**src/rtl/sram_ctrl_pkg.sv**
```systemverilog
package sram_ctrl_pkg;

  typedef enum logic [1:0] {
    ACC_IDLE   = 2'd0,
    ACC_SETUP  = 2'd1,
    ACC_ACTIVE = 2'd2,
    ACC_HOLD   = 2'd3
  } acc_state_t;

  // Whole clock cycles needed to cover the memory access time (rounded up, at least one).
  function automatic int wait_cycles(input int access_ns, input int clk_ns);
    int n;
    n = (access_ns + clk_ns - 1) / clk_ns;
    if (n < 1) n = 1;
    return n;
  endfunction

  // Counter width able to hold 0 .. n-1.
  function automatic int count_bits(input int n);
    return (n <= 2) ? 1 : $clog2(n);
  endfunction

endpackage

```
**src/rtl/sram_wait_cnt.sv**
```systemverilog
module sram_wait_cnt #(
  parameter int WAIT_CYC = 11,
  parameter int CNT_W    = 4
) (
  input  logic clk,
  input  logic rst_n,
  input  logic run,
  output logic last
);

  localparam logic [CNT_W-1:0] LAST_VAL = CNT_W'(WAIT_CYC - 1);

  logic [CNT_W-1:0] cnt_q;

  always_ff @(posedge clk or negedge rst_n) begin
    if (!rst_n) begin
      cnt_q <= '0;
    end else if (!run || (cnt_q == LAST_VAL)) begin
      cnt_q <= '0;
    end else begin
      cnt_q <= cnt_q + 1'b1;
    end
  end

  assign last = run && (cnt_q == LAST_VAL);

endmodule

```
**src/rtl/sram_seq.sv**
```systemverilog
module sram_seq
  import sram_ctrl_pkg::*;
(
  input  logic       clk,
  input  logic       rst_n,
  input  logic       req_valid,
  input  logic       win_last,
  output acc_state_t state
);

  acc_state_t state_q, state_d;

  always_comb begin
    state_d = state_q;
    unique case (state_q)
      ACC_IDLE:   if (req_valid) state_d = ACC_SETUP;
      ACC_SETUP:  state_d = ACC_ACTIVE;
      ACC_ACTIVE: if (win_last) state_d = ACC_HOLD;
      ACC_HOLD:   state_d = ACC_IDLE;
      default:    state_d = ACC_IDLE;
    endcase
  end

  always_ff @(posedge clk or negedge rst_n) begin
    if (!rst_n) state_q <= ACC_IDLE;
    else        state_q <= state_d;
  end

  assign state = state_q;

endmodule

```
**src/rtl/sram_req_latch.sv**
```systemverilog
module sram_req_latch #(
  parameter int ADDR_W = 18,
  parameter int DATA_W = 16,
  parameter int NBYTES = 2
) (
  input  logic              clk,
  input  logic              rst_n,
  input  logic              load,
  input  logic              req_write,
  input  logic [ADDR_W-1:0] req_addr,
  input  logic [DATA_W-1:0] req_wdata,
  input  logic [NBYTES-1:0] req_be,
  output logic              wr_q,
  output logic [ADDR_W-1:0] addr_q,
  output logic [DATA_W-1:0] wdata_q,
  output logic [NBYTES-1:0] be_q
);

  always_ff @(posedge clk or negedge rst_n) begin
    if (!rst_n) begin
      wr_q    <= 1'b0;
      addr_q  <= '0;
      wdata_q <= '0;
      be_q    <= '0;
    end else if (load) begin
      wr_q    <= req_write;
      addr_q  <= req_addr;
      wdata_q <= req_wdata;
      be_q    <= req_be;
    end
  end

endmodule

```
**src/rtl/sram_pin_decode.sv**
```systemverilog
module sram_pin_decode #(
  parameter int ADDR_W = 18,
  parameter int DATA_W = 16,
  parameter int NBYTES = 2
) (
  input  logic              sel,
  input  logic              window,
  input  logic              wr_q,
  input  logic [ADDR_W-1:0] addr_q,
  input  logic [DATA_W-1:0] wdata_q,
  input  logic [NBYTES-1:0] be_q,
  output logic [ADDR_W-1:0] mem_addr,
  output logic              mem_ce1_n,
  output logic              mem_ce2,
  output logic              mem_oe_n,
  output logic              mem_we_n,
  output logic [NBYTES-1:0] mem_bsel_n,
  output logic [DATA_W-1:0] mem_dq_out,
  output logic              mem_dq_oe
);

  assign mem_addr   = addr_q;
  assign mem_ce1_n  = ~sel;
  assign mem_ce2    = sel;
  assign mem_oe_n   = ~(window & ~wr_q);
  assign mem_we_n   = ~(window & wr_q);
  assign mem_dq_out = wdata_q;
  assign mem_dq_oe  = sel & wr_q;

  for (genvar b = 0; b < NBYTES; b++) begin : g_bsel
    assign mem_bsel_n[b] = ~(sel & be_q[b]);
  end

endmodule

```
**src/rtl/sram_word_ctrl.sv**
```systemverilog
module sram_word_ctrl
  import sram_ctrl_pkg::*;
#(
  parameter int ADDR_W    = 18,
  parameter int DATA_W    = 16,
  parameter int ACCESS_NS = 85,
  parameter int CLK_NS    = 8
) (
  input  logic                clk,
  input  logic                rst_n,
  input  logic                req_valid,
  input  logic                req_write,
  input  logic [ADDR_W-1:0]   req_addr,
  input  logic [DATA_W-1:0]   req_wdata,
  input  logic [DATA_W/8-1:0] req_be,
  output logic                ack,
  output logic [DATA_W-1:0]   rsp_rdata,
  output logic [ADDR_W-1:0]   mem_addr,
  output logic                mem_ce1_n,
  output logic                mem_ce2,
  output logic                mem_oe_n,
  output logic                mem_we_n,
  output logic [DATA_W/8-1:0] mem_bsel_n,
  output logic [DATA_W-1:0]   mem_dq_out,
  output logic                mem_dq_oe,
  input  logic [DATA_W-1:0]   mem_dq_in
);

  localparam int NBYTES   = DATA_W / 8;
  localparam int WAIT_CYC = wait_cycles(ACCESS_NS, CLK_NS);
  localparam int CNT_W    = count_bits(WAIT_CYC);

  acc_state_t state;

  // Named internal events, also watched by the bound checker.
  logic st_idle, st_setup, st_active, st_hold;
  logic cnt_last, take_req, rd_capture, sel;

  logic              wr_q;
  logic [ADDR_W-1:0] addr_q;
  logic [DATA_W-1:0] wdata_q;
  logic [NBYTES-1:0] be_q;
  logic [DATA_W-1:0] rdata_q;

  assign st_idle    = (state == ACC_IDLE);
  assign st_setup   = (state == ACC_SETUP);
  assign st_active  = (state == ACC_ACTIVE);
  assign st_hold    = (state == ACC_HOLD);
  assign sel        = st_setup | st_active | st_hold;
  assign take_req   = st_idle & req_valid;
  assign rd_capture = cnt_last & ~wr_q;

  sram_seq u_seq (
    .clk      (clk),
    .rst_n    (rst_n),
    .req_valid(req_valid),
    .win_last (cnt_last),
    .state    (state)
  );

  sram_wait_cnt #(
    .WAIT_CYC(WAIT_CYC),
    .CNT_W   (CNT_W)
  ) u_wait (
    .clk  (clk),
    .rst_n(rst_n),
    .run  (st_active),
    .last (cnt_last)
  );

  sram_req_latch #(
    .ADDR_W(ADDR_W),
    .DATA_W(DATA_W),
    .NBYTES(NBYTES)
  ) u_latch (
    .clk      (clk),
    .rst_n    (rst_n),
    .load     (take_req),
    .req_write(req_write),
    .req_addr (req_addr),
    .req_wdata(req_wdata),
    .req_be   (req_be),
    .wr_q     (wr_q),
    .addr_q   (addr_q),
    .wdata_q  (wdata_q),
    .be_q     (be_q)
  );

  sram_pin_decode #(
    .ADDR_W(ADDR_W),
    .DATA_W(DATA_W),
    .NBYTES(NBYTES)
  ) u_pins (
    .sel       (sel),
    .window    (st_active),
    .wr_q      (wr_q),
    .addr_q    (addr_q),
    .wdata_q   (wdata_q),
    .be_q      (be_q),
    .mem_addr  (mem_addr),
    .mem_ce1_n (mem_ce1_n),
    .mem_ce2   (mem_ce2),
    .mem_oe_n  (mem_oe_n),
    .mem_we_n  (mem_we_n),
    .mem_bsel_n(mem_bsel_n),
    .mem_dq_out(mem_dq_out),
    .mem_dq_oe (mem_dq_oe)
  );

  // Read capture per byte lane; a lane left unselected returns zero.
  for (genvar b = 0; b < NBYTES; b++) begin : g_lane
    always_ff @(posedge clk or negedge rst_n) begin
      if (!rst_n) begin
        rdata_q[8*b +: 8] <= 8'h00;
      end else if (rd_capture) begin
        rdata_q[8*b +: 8] <= be_q[b] ? mem_dq_in[8*b +: 8] : 8'h00;
      end
    end
  end

  assign ack       = st_hold;
  assign rsp_rdata = rdata_q;

endmodule

```
**config.mk**
```make
export PLATFORM = sky130hd
export DESIGN_NAME = sram_word_ctrl
export DESIGN_NICKNAME = d
export VERILOG_FILES = /design/src/rtl/sram_ctrl_pkg.sv /design/src/rtl/sram_wait_cnt.sv /design/src/rtl/sram_seq.sv /design/src/rtl/sram_req_latch.sv /design/src/rtl/sram_pin_decode.sv /design/src/rtl/sram_word_ctrl.sv
export SDC_FILE = /design/constraint.sdc
export NUM_CORES = 1
export LEC_CHECK = 0
export ABC_AREA = 1
export BUFFER_PORTS_ARGS = -buffer_cell sky130_fd_sc_hd__buf_4
export CAP_MARGIN = 20
export CORE_AREA = 2 2 77 79
export CTS_CLUSTER_SIZE = 20
export DETAILED_ROUTE_END_ITERATION = 8
export DIE_AREA = 0 0 79 81
export PLACE_DENSITY_LB_ADDON = 0.12
export SLEW_MARGIN = 25
export SYNTH_ARGS = -nofsm -noshare
export SYNTH_HDL_FRONTEND = slang
export SYNTH_SLANG_ARGS = --single-unit
```
**constraint.sdc**
```tcl
create_clock -name clk -period 1.8 [get_ports clk]
set_clock_uncertainty 0.15 [all_clocks]
set_input_delay 0 -clock clk [delete_from_list [all_inputs] [get_ports clk]]
set_output_delay 0 -clock clk [all_outputs]
set_load 0.005 [all_outputs]
```
# After elaboration in Yosys (flattened, before gate mapping)
# Index checks and enable logic that the tools add are counted.
# op_classes
div	0
eq_ne	6
n_mux	6
shifts	0
mul	0
bitwise	15
reduce_logical	5
n_lt_le_gt_ge	0
addsub	1
# ops
op	n
$mux W8	2
$pmux W2 S4	1
$and A1 B1 Y1	7
$not A1 Y1	6
$add A4 B1 Y4 const B	1
$eq A2 B2 Y1 const B	2
$eq A4 B4 Y1 const B	1
$mux W2	2
$mux W4	1
$eq A2 B1 Y1 const B	1
$logic_not A2 Y1	1
$ne A2 B1 Y1 const B	1
$ne A2 B2 Y1 const B	1
$or A1 B1 Y1	2
$reduce_and A2 Y1	1
$logic_and A1 B1 Y1	1
$logic_not A1 Y1	1
$logic_or A1 B1 Y1	1
# word_totals
romBits	0
n_memories	0
out_inout_bits	58
ram_bits	0
regBits	59
latchBits	0

# Logic depth before layout (Yosys ltp)
# Gate-level depths: netlist (run 1).
# depth
depth_word	5
mapped_depth	8
ltp_nobuf	7

# Modules after synthesis
# From an unflattened synthesis (run 1), not the netlist that was laid out.
# unflattened
hier_cells	353
area_unflattened_um2	2845.2
# modules_own_cells
mod	seq_area_each_um2	cells_per_inst	instances	area_each_um2
sram_req_latch	925.9	156	1	1413.9
sram_word_ctrl	400.4	111	1	779.5
sram_pin_decode	0.0	43	1	292.8
sram_wait_cnt	100.1	22	1	201.4
sram_seq	50.0	21	1	157.7

# Least setup slack after synthesis (run 1)
# OpenSTA, ideal clock, no wires.
# synth_timing
kind	register -> register
start	reg u_seq.state_q[0], in the netlist u_seq.state[0]
end	reg rdata_q[0], in the netlist rsp_rdata[0]
path_slack_ns	0.376
setup_ns	0.117
synth_period_minus_slack_ns	1.424
t_arrival_ns	1.157
stages_incl_launch_ff	9
path_cell_list	dfrtp_1 > inv_1 > ha_1 > inv_2 > nor2_2 > nand2_2 > buf_6 > nand2_2 > o21ai_2
# synth_via
elab_chain_len	3
# synth_rtl
element	line_no	rtl
start, declared	sram_seq.sv:11	acc_state_t state_q, state_d;
start signal, assigned	sram_seq.sv:26	else state_q <= state_d;
$eq A2 B2 Y1	sram_word_ctrl.sv:47	assign st_active = (state == ACC_ACTIVE);
$logic_and A1 B1 Y1	sram_wait_cnt.sv:25	assign last = run && (cnt_q == LAST_VAL);
$and A1 B1 Y1	sram_word_ctrl.sv:51	assign rd_capture = cnt_last & ~wr_q;
end signal, assigned by index	sram_word_ctrl.sv:116	rdata_q[8*b +: 8] <= be_q[b] ? mem_dq_in[8*b +: 8] : 8'h00;
end, declared	sram_word_ctrl.sv:43	logic [DATA_W-1:0] rdata_q;
# Every way passes these cells.
# A chain may end at the register's enable or synchronous reset.

# Final worst setup path (run 1)
# layout_timing
start	reg u_seq.state_q[0], in the netlist u_seq.state[0]
end	reg u_latch.wr_q
# layout_via
elab_chain_len	2
# layout_rtl
element	line_no	rtl
$logic_not A2 Y1	sram_word_ctrl.sv:45	assign st_idle = (state == ACC_IDLE);
$and A1 B1 Y1	sram_word_ctrl.sv:50	assign take_req = st_idle & req_valid;
end signal, assigned	sram_req_latch.sv:26	wr_q <= req_write;
end, declared	sram_req_latch.sv:13	output logic wr_q,
# Every way passes these cells.

==> results of run 1 <==
[power groups by stage]
stage / sequential [mW] / clock, mW / combinational [mW]
3_5_place_dp: 2.09 / 0 / 1.95
4_1_cts: 2.08 / 1.07 / 2.05
2_1_floorplan: 2.04 / 0 / 0.956
6_report: 2.09 / 1.04 / 2.03
3_3_place_gp: 2.10 / 0 / 1.90
5_1_grt: 2.15 / 1.14 / 2.28
[cells by family (layout without fill, tap and decap cells)]
kind of cell,count (synthesis),in the layout,synth area share
and+or+nand+nor,166,166,0.280
DFF,59,59,0.574
buffers and inverters,26,198,0.0530
AOI/OAI and AO/OA,17,17,0.0564
adders and majority gates,6,6,0.0292
xor gates and xnor gates,2,2,0.00681
[registers in the layout, indices dropped and copies added (netlist names)]
| signal | count |
|---|---|
| u_latch.wr_q | 1 |
| u_seq.state | 2 |
| u_latch.be_q | 2 |
| u_latch.addr_q | 18 |
| u_wait.cnt_q | 4 |
| u_latch.wdata_q | 16 |
| rsp_rdata | 16 |
[area by class of cell]
type | count | share of cell area
Clock inverter | 4 | 0.00628
Clock buffer | 12 | 0.0347
Sequential cell | 59 | 0.353
Tap cell | 75 | 0.0224
Timing Repair Buffer | 173 | 0.346
Inverter | 9 | 0.00808
Multi-Input combinational cell | 191 | 0.229
[placed cells by master, fill, tap and decap left out, drive strengths merged]
master / instances
xor2: 1
buf: 118
nor2: 8
nand2: 117
inv: 9
clkbuf: 12
dlygate4sd3: 55
o21ai: 16
a21oi: 1
xnor2: 1
ha: 6
or2: 1
clkinv: 3
dfrtp: 59
nand3: 40
clkinvlp: 1
[layer usage]
layer  GRT usage  share of wire
met5           0              0
met4       0.110          0.024
met3      0.0533          0.070
met2       0.326           0.46
met1       0.295           0.44
[worst register-to-register path: cells and delay by family, from the launching register on]
family	cells	cell delay, ps
flops	1	390
simple gates	2	220
buf+inv	2	330
compound gates	1	50
fa+ha+maj	1	350
[repair_timing]
| action | in CTS | in global routing |
|---|---|---|
| endpoints found under the hold margin | 112 | 0 |
| hold buffers | 55 | 0 |
| endpoints found under the setup margin | 0 | 0 |
| buffers inserted | 0 | 0 |
[final timing paths]
path,startpoint,endpoint,cells past startpoint
worst max-delay path,u_seq.state[0],u_latch.wr_q,6
worst min-delay path,rst_n,rsp_rdata[2],2
worst max register to register,u_seq.state[0],u_latch.wr_q,6
worst min register to register,u_latch.addr_q[5],u_latch.addr_q[5],2
max in group asynchronous,rst_n,u_latch.addr_q[8],2
min in group clk,req_addr[5],u_latch.addr_q[5],4
==> impl_results.md, run 1 <==
* Status: completed
* Setup TNS at 0 ps
* RSZ-0062 raised after global routing: no
* Static Leak at approximately 2.2 nW
* Clock Power Share at 0.202
* Register area at 1480 um^2
* Longest Clk Path Bufs at 2
* Global-route usage over all layers at 0.217
* Area contributors post-synth: dfrtp_1 (57%), nand2_1 (15%), nand3_1 (7.8%), o21ai_2 (5.5%), nand2_2 (3.9%)
* Worst setup margin at 202 ps
* N_diodes at 0
* Routed WL at between 6000 and 7000 um
* Worst Tran Pin Value at between 700 and 800 ps
* Logic gate share of total power at 0.394
* Die width at 79 um
* Largest area contributor in the netlist: dfrtp_1
* Most frequent cell after synthesis: nand2_1
* Syn Area/Cell at around 9.3 um^2
* IO buf count at 113
* Asr flop ratio synth at 1.00
* Worst-Skew Late Latency at between 300 and 400 ps
* Yosys top cell area share at 0.574
* Root buffer cell: clkbuf_8
* Placed cell areas at around 3500 um^2
* Layout cell share with drive strength beyond 1 at 0.375
* #FFs+latches synth at 59
* Synth Net Count at between 300 and 400
* Core area at ~5700 um^2
* Crit-path slowest cell: dfrtp_1
* CP arrival at 1660 ps
* Largest net degree at the start of global routing at 60
* Grt ovf at 0
* Floorplan row count at 28
* Final Cycle Share at 0.888
* Cell Int Power at between 3 and 4 mW
* Main synth FF type: dfrtp_1
* Yosys cell types at 18
* Multi-input logic area at approximately 960 um^2
* Die area at 6400 um^2
* Vias/cell at between 4 and 5
* Post-CTS sizing at 0
* Die Height at 81 um
* Setup-failing EPs final at 0
* Synth Instances at about 280
* H-tree levels at 3
* CP Data Required Time at about 1900 ps
* Period minus WS final at roughly 1600 ps
* Maxcap violations at 0
* DRC Markers at 0
* Fin cells at approximately 520
* Area Overhead vs Synth at 62.7%
* Initial Util at 0.453
* Final Hold Viols at 0
* Initial DRC Count at around 110
* Pre-antenna DRT Iters at 4
* FF-to-FF setup slack at between 200 and 250 ps
* Sw frac at 0.352
* Via count at about 2.4k
* Crit path largest cell delay at 390 ps
* Setup crit end kind: flop
* Power Density at 1230 nW/um^2
* Final design utilization at 0.737
* Post-layout power at 5.16 mW
* Clk slew on worst S/H paths at about 70 ps
* Max VDD drop at roughly 700 uV
* Switching power at 1.82 mW
* Ys Warns at 0
* IO Pins at roughly 110
* Worst path top cell family by delay: flip-flops
* Placed cells at ~450
* Post-synth EDFFs at 0
* CTS tree: done
* Leading cell types by count after synthesis: nand2_1 (101), dfrtp_1 (59), nand3_1 (40), nand2_2 (16), o21ai_2 (16)
* Max Freq at 626 MHz
* WS Path Type: flop to flop
* Initial antenna violation count at 0
* Final hold slack at 136 ps
* Hpwl dp at 4040 um
* Sequence of cells on the critical path: inv_1 -> ha_1 -> nand2_1 -> buf_4 -> nor2_1 -> a21oi_1
* Final Wtd Congestion at 0.701
* Crit-path max FO at 19
* Global-route wire length before repair at roughly 11,000 um
* Nature of the critical path startpoint: flop
* Nets at 505
* # fillers at 420
* Pre-CTS WS at about 190 ps
* CTS Buf Count at 9
* Register area share after synthesis at 0.574
* DR WL/cell at between 10 and 15 um
* Count of pins over their slew limit at 0
* Final antenna-violating net count at 0
* Sum of buffers and inverters on the critical path at 2
* Flop pwr share at 0.404
* Hold Path Class: input port to asynchronous set/reset pin
* Clk sinks at 59
* Final instance area at ~4200 um^2
* Number of global-route vias before repair at roughly 2.3k
* Synth Cell Area at 2570 um^2
* Rel. slew slack at 0.506
No activity file was read; power rests on OpenSTA's default activity.
==> run 2: changes to the inputs <==
Settings changed: CORE_AREA 2 2 77 79 to 2 2 84 86, DIE_AREA 0 0 79 81 to 0 0 86 88, HOLD_SLACK_MARGIN set to 0.05.
==> run 2 against run 1 <==
  * Total power grew 2.3%
  * Sequential share of layout area shrank 0.17 points
  * Die area grew 18%
  * Global-route usage shrank 3.0 points
  * Clock-buffer cell count shrank 1
  * Hold slack lost 19 ps
  * Setup slack gained 45 ps
  * Clock power grew 12%
  * Largest cell class unchanged
==> impl_results.md, run 2 (same netlist as run 1, synthesis figures left out) <==
* Via count at between 2k and 2.5k
* Commonest non-fill, non-tap cells in the layout: buf_4 (117), nand2_1 (101), dfrtp_1 (59), dlygate4sd3_1 (55), nand3_1 (40)
* Power Density at ~1300 nW/um^2
* Largest net degree at the start of global routing at 60
* Nature of the critical path startpoint: flop
* WS Path Type: flop to flop
* H-tree levels at 3
* Sequence of cells on the critical path: inv_1 -> ha_1 -> nand2_1 -> buf_4 -> nor2_1 -> a21oi_1
* Worst Tran Pin Value at approximately 760 ps
* Register name with the most flops: u_latch.addr_q
* Final Wtd Congestion at ~0.75
* Core area at 6640 um^2
* DR WL/cell at ~13 um
* Hpwl dp at 3990 um
* Final antenna-violating net count at 0
* Max Freq at 644 MHz
* Setup crit end kind: flop
* Switching power at 1.84 mW
* Post-CTS Setup Bufs at 0
* IO buf count at roughly 110
* Fin cells at between 500 and 600
* Static Leak at between 2 and 2.5 nW
* DRC Markers at 0
* Routed WL at ~6800 um
* RSZ-0062 raised after global routing: no
* Setup-failing EPs final at 0
* Final instance area at approximately 4200 um^2
* Placed cell areas at 3470 um^2
* Maxcap violations at 0
* Rel. slew slack at 0.494
* Count of pins over their slew limit at 0
* Root buffer cell: clkbuf_8
* Longest Clk Path Bufs at 2
* Crit-path slowest cell: dfrtp_1
* Floorplan row count at 30
* Period minus WS final at about 1600 ps
* Grt ovf at 0
* Post-CTS sizing at 0
* Final Hold Viols at 0
* Flop pwr share at 0.394
* Max VDD drop at slightly above 600 uV
* Commonest non-fill, non-tap cell in the layout: buf_4
* Final design utilization at 0.633
* Layout cell share with drive strength beyond 1 at 0.375
* Global-route usage over all layers at 0.188
* CP arrival at around 1600 ps
* IO Pins at 114
* Final Cycle Share at 0.863
* Sw frac at 0.348
* Final hold slack at approximately 120 ps
* Initial DRC Count at ~140
* Initial Util at 0.387
* Clk sinks at 59
* Area Overhead vs Synth at 63.5%
* Clock Power Share at 0.220
* Max reg flops at 18
* Hold Path Class: input port to asynchronous set/reset pin
* Die area at around 7600 um^2
* Nets at between 500 and 600
* Number of global-route vias before repair at ~2.4k
* Crit path largest cell delay at around 400 ps
* Worst-Skew Late Latency at ~330 ps
* Cell Int Power at 3.44 mW
* Logic gate share of total power at 0.387
* N_diodes at 0
* Vias/cell at between 4 and 5
* Die Height at 88 um
* Initial antenna violation count at 0
* CTS Buf Count at 9
* CTS tree: done
* Status: completed
* Global-route wire length before repair at between 10,000 and 15,000 um
* Placed cells at approximately 460
* CP Data Required Time at between 1500 and 2000 ps
* Die width at around 86 um
* Clk slew on worst S/H paths at 70 ps
* Pre-antenna DRT Iters at 4
* # fillers at 548
* Setup TNS at 0 ps
* Crit-path max FO at 24
==> run 2: metal layers <==
layer / global-route usage / wire (um) / vias to the layer above / share of wire
met5: 0 / 0 / - / 0
met4: 0.0750 / 104 / 0 / 0.015
met3: 0.0500 / 478 / 8 / 0.071
met2: 0.314 / 3210 / 89 / 0.47
met1: 0.232 / 2980 / 1105 / 0.44
li1: - / - / 1201 / -
==> run 2: power groups by stage <==
stage | sequential, mW | combinational (mW) | clock [mW]
2_1_floorplan | 2.04 | 0.956 | 0
3_3_place_gp | 2.09 | 1.92 | 0
3_5_place_dp | 2.08 | 1.97 | 0
4_1_cts | 2.08 | 2.06 | 1.19
5_1_grt | 2.15 | 2.31 | 1.24
6_report | 2.08 | 2.04 | 1.16
==> run 2: final timing paths <==
| path | cells past startpoint | to | slack, ps | from |
|---|---|---|---|---|
| max in group asynchronous | 2 | u_latch.wdata_q[7] | 860 | rst_n |
| setup reg to reg | 6 | u_latch.wr_q | 250 | u_seq.state[0] |
| hold / removal | 2 | rsp_rdata[14] | 120 | rst_n |
| min in group clk | 4 | u_latch.wdata_q[1] | 280 | req_wdata[1] |
| setup / recovery | 6 | u_latch.wr_q | 250 | u_seq.state[0] |
| hold reg to reg | 2 | u_latch.addr_q[9] | 320 | u_latch.addr_q[9] |
==> run 2: critical path: cells and delay by family (launching register included) <==
family                   cells  cell delay, ps
AND/OR/NAND/NOR              2             210
AO/OA/AOI/OAI                1              50
adder cells (fa/ha/maj)      1             270
flip-flops                   1             400
buffers and inverters        2             350
==> run 2: cell type report <==
type | instances | area [um^2] | share of cell area
Sequential cell | 59 | 1480 | 0.351
Timing Repair Buffer | 173 | 1450 | 0.345
Multi-Input combinational cell | 191 | 958 | 0.228
Clock buffer | 11 | 131 | 0.0313
Tap cell | 80 | 100 | 0.0238
Clock inverter | 5 | 53.8 | 0.0128
Inverter | 9 | 33.8 | 0.00804
==> run 2: what timing repair did <==
action | CTS | global route
hold buffers | 55 | 0
endpoints found under the setup margin | 0 | 0
endpoints found under the hold margin | 112 | 0
==> run 2: stage by stage <==
| step | power, mW | setup WS (ps) |
|---|---|---|
| after floorplan | 2.99 | 376 |
| after CTS | 5.32 | 221 |
| final | 5.28 | 247 |
| after detailed placement | 4.05 | 236 |
| after global routing | 5.70 | 99.7 |
| after global placement | 4.01 | 272 |
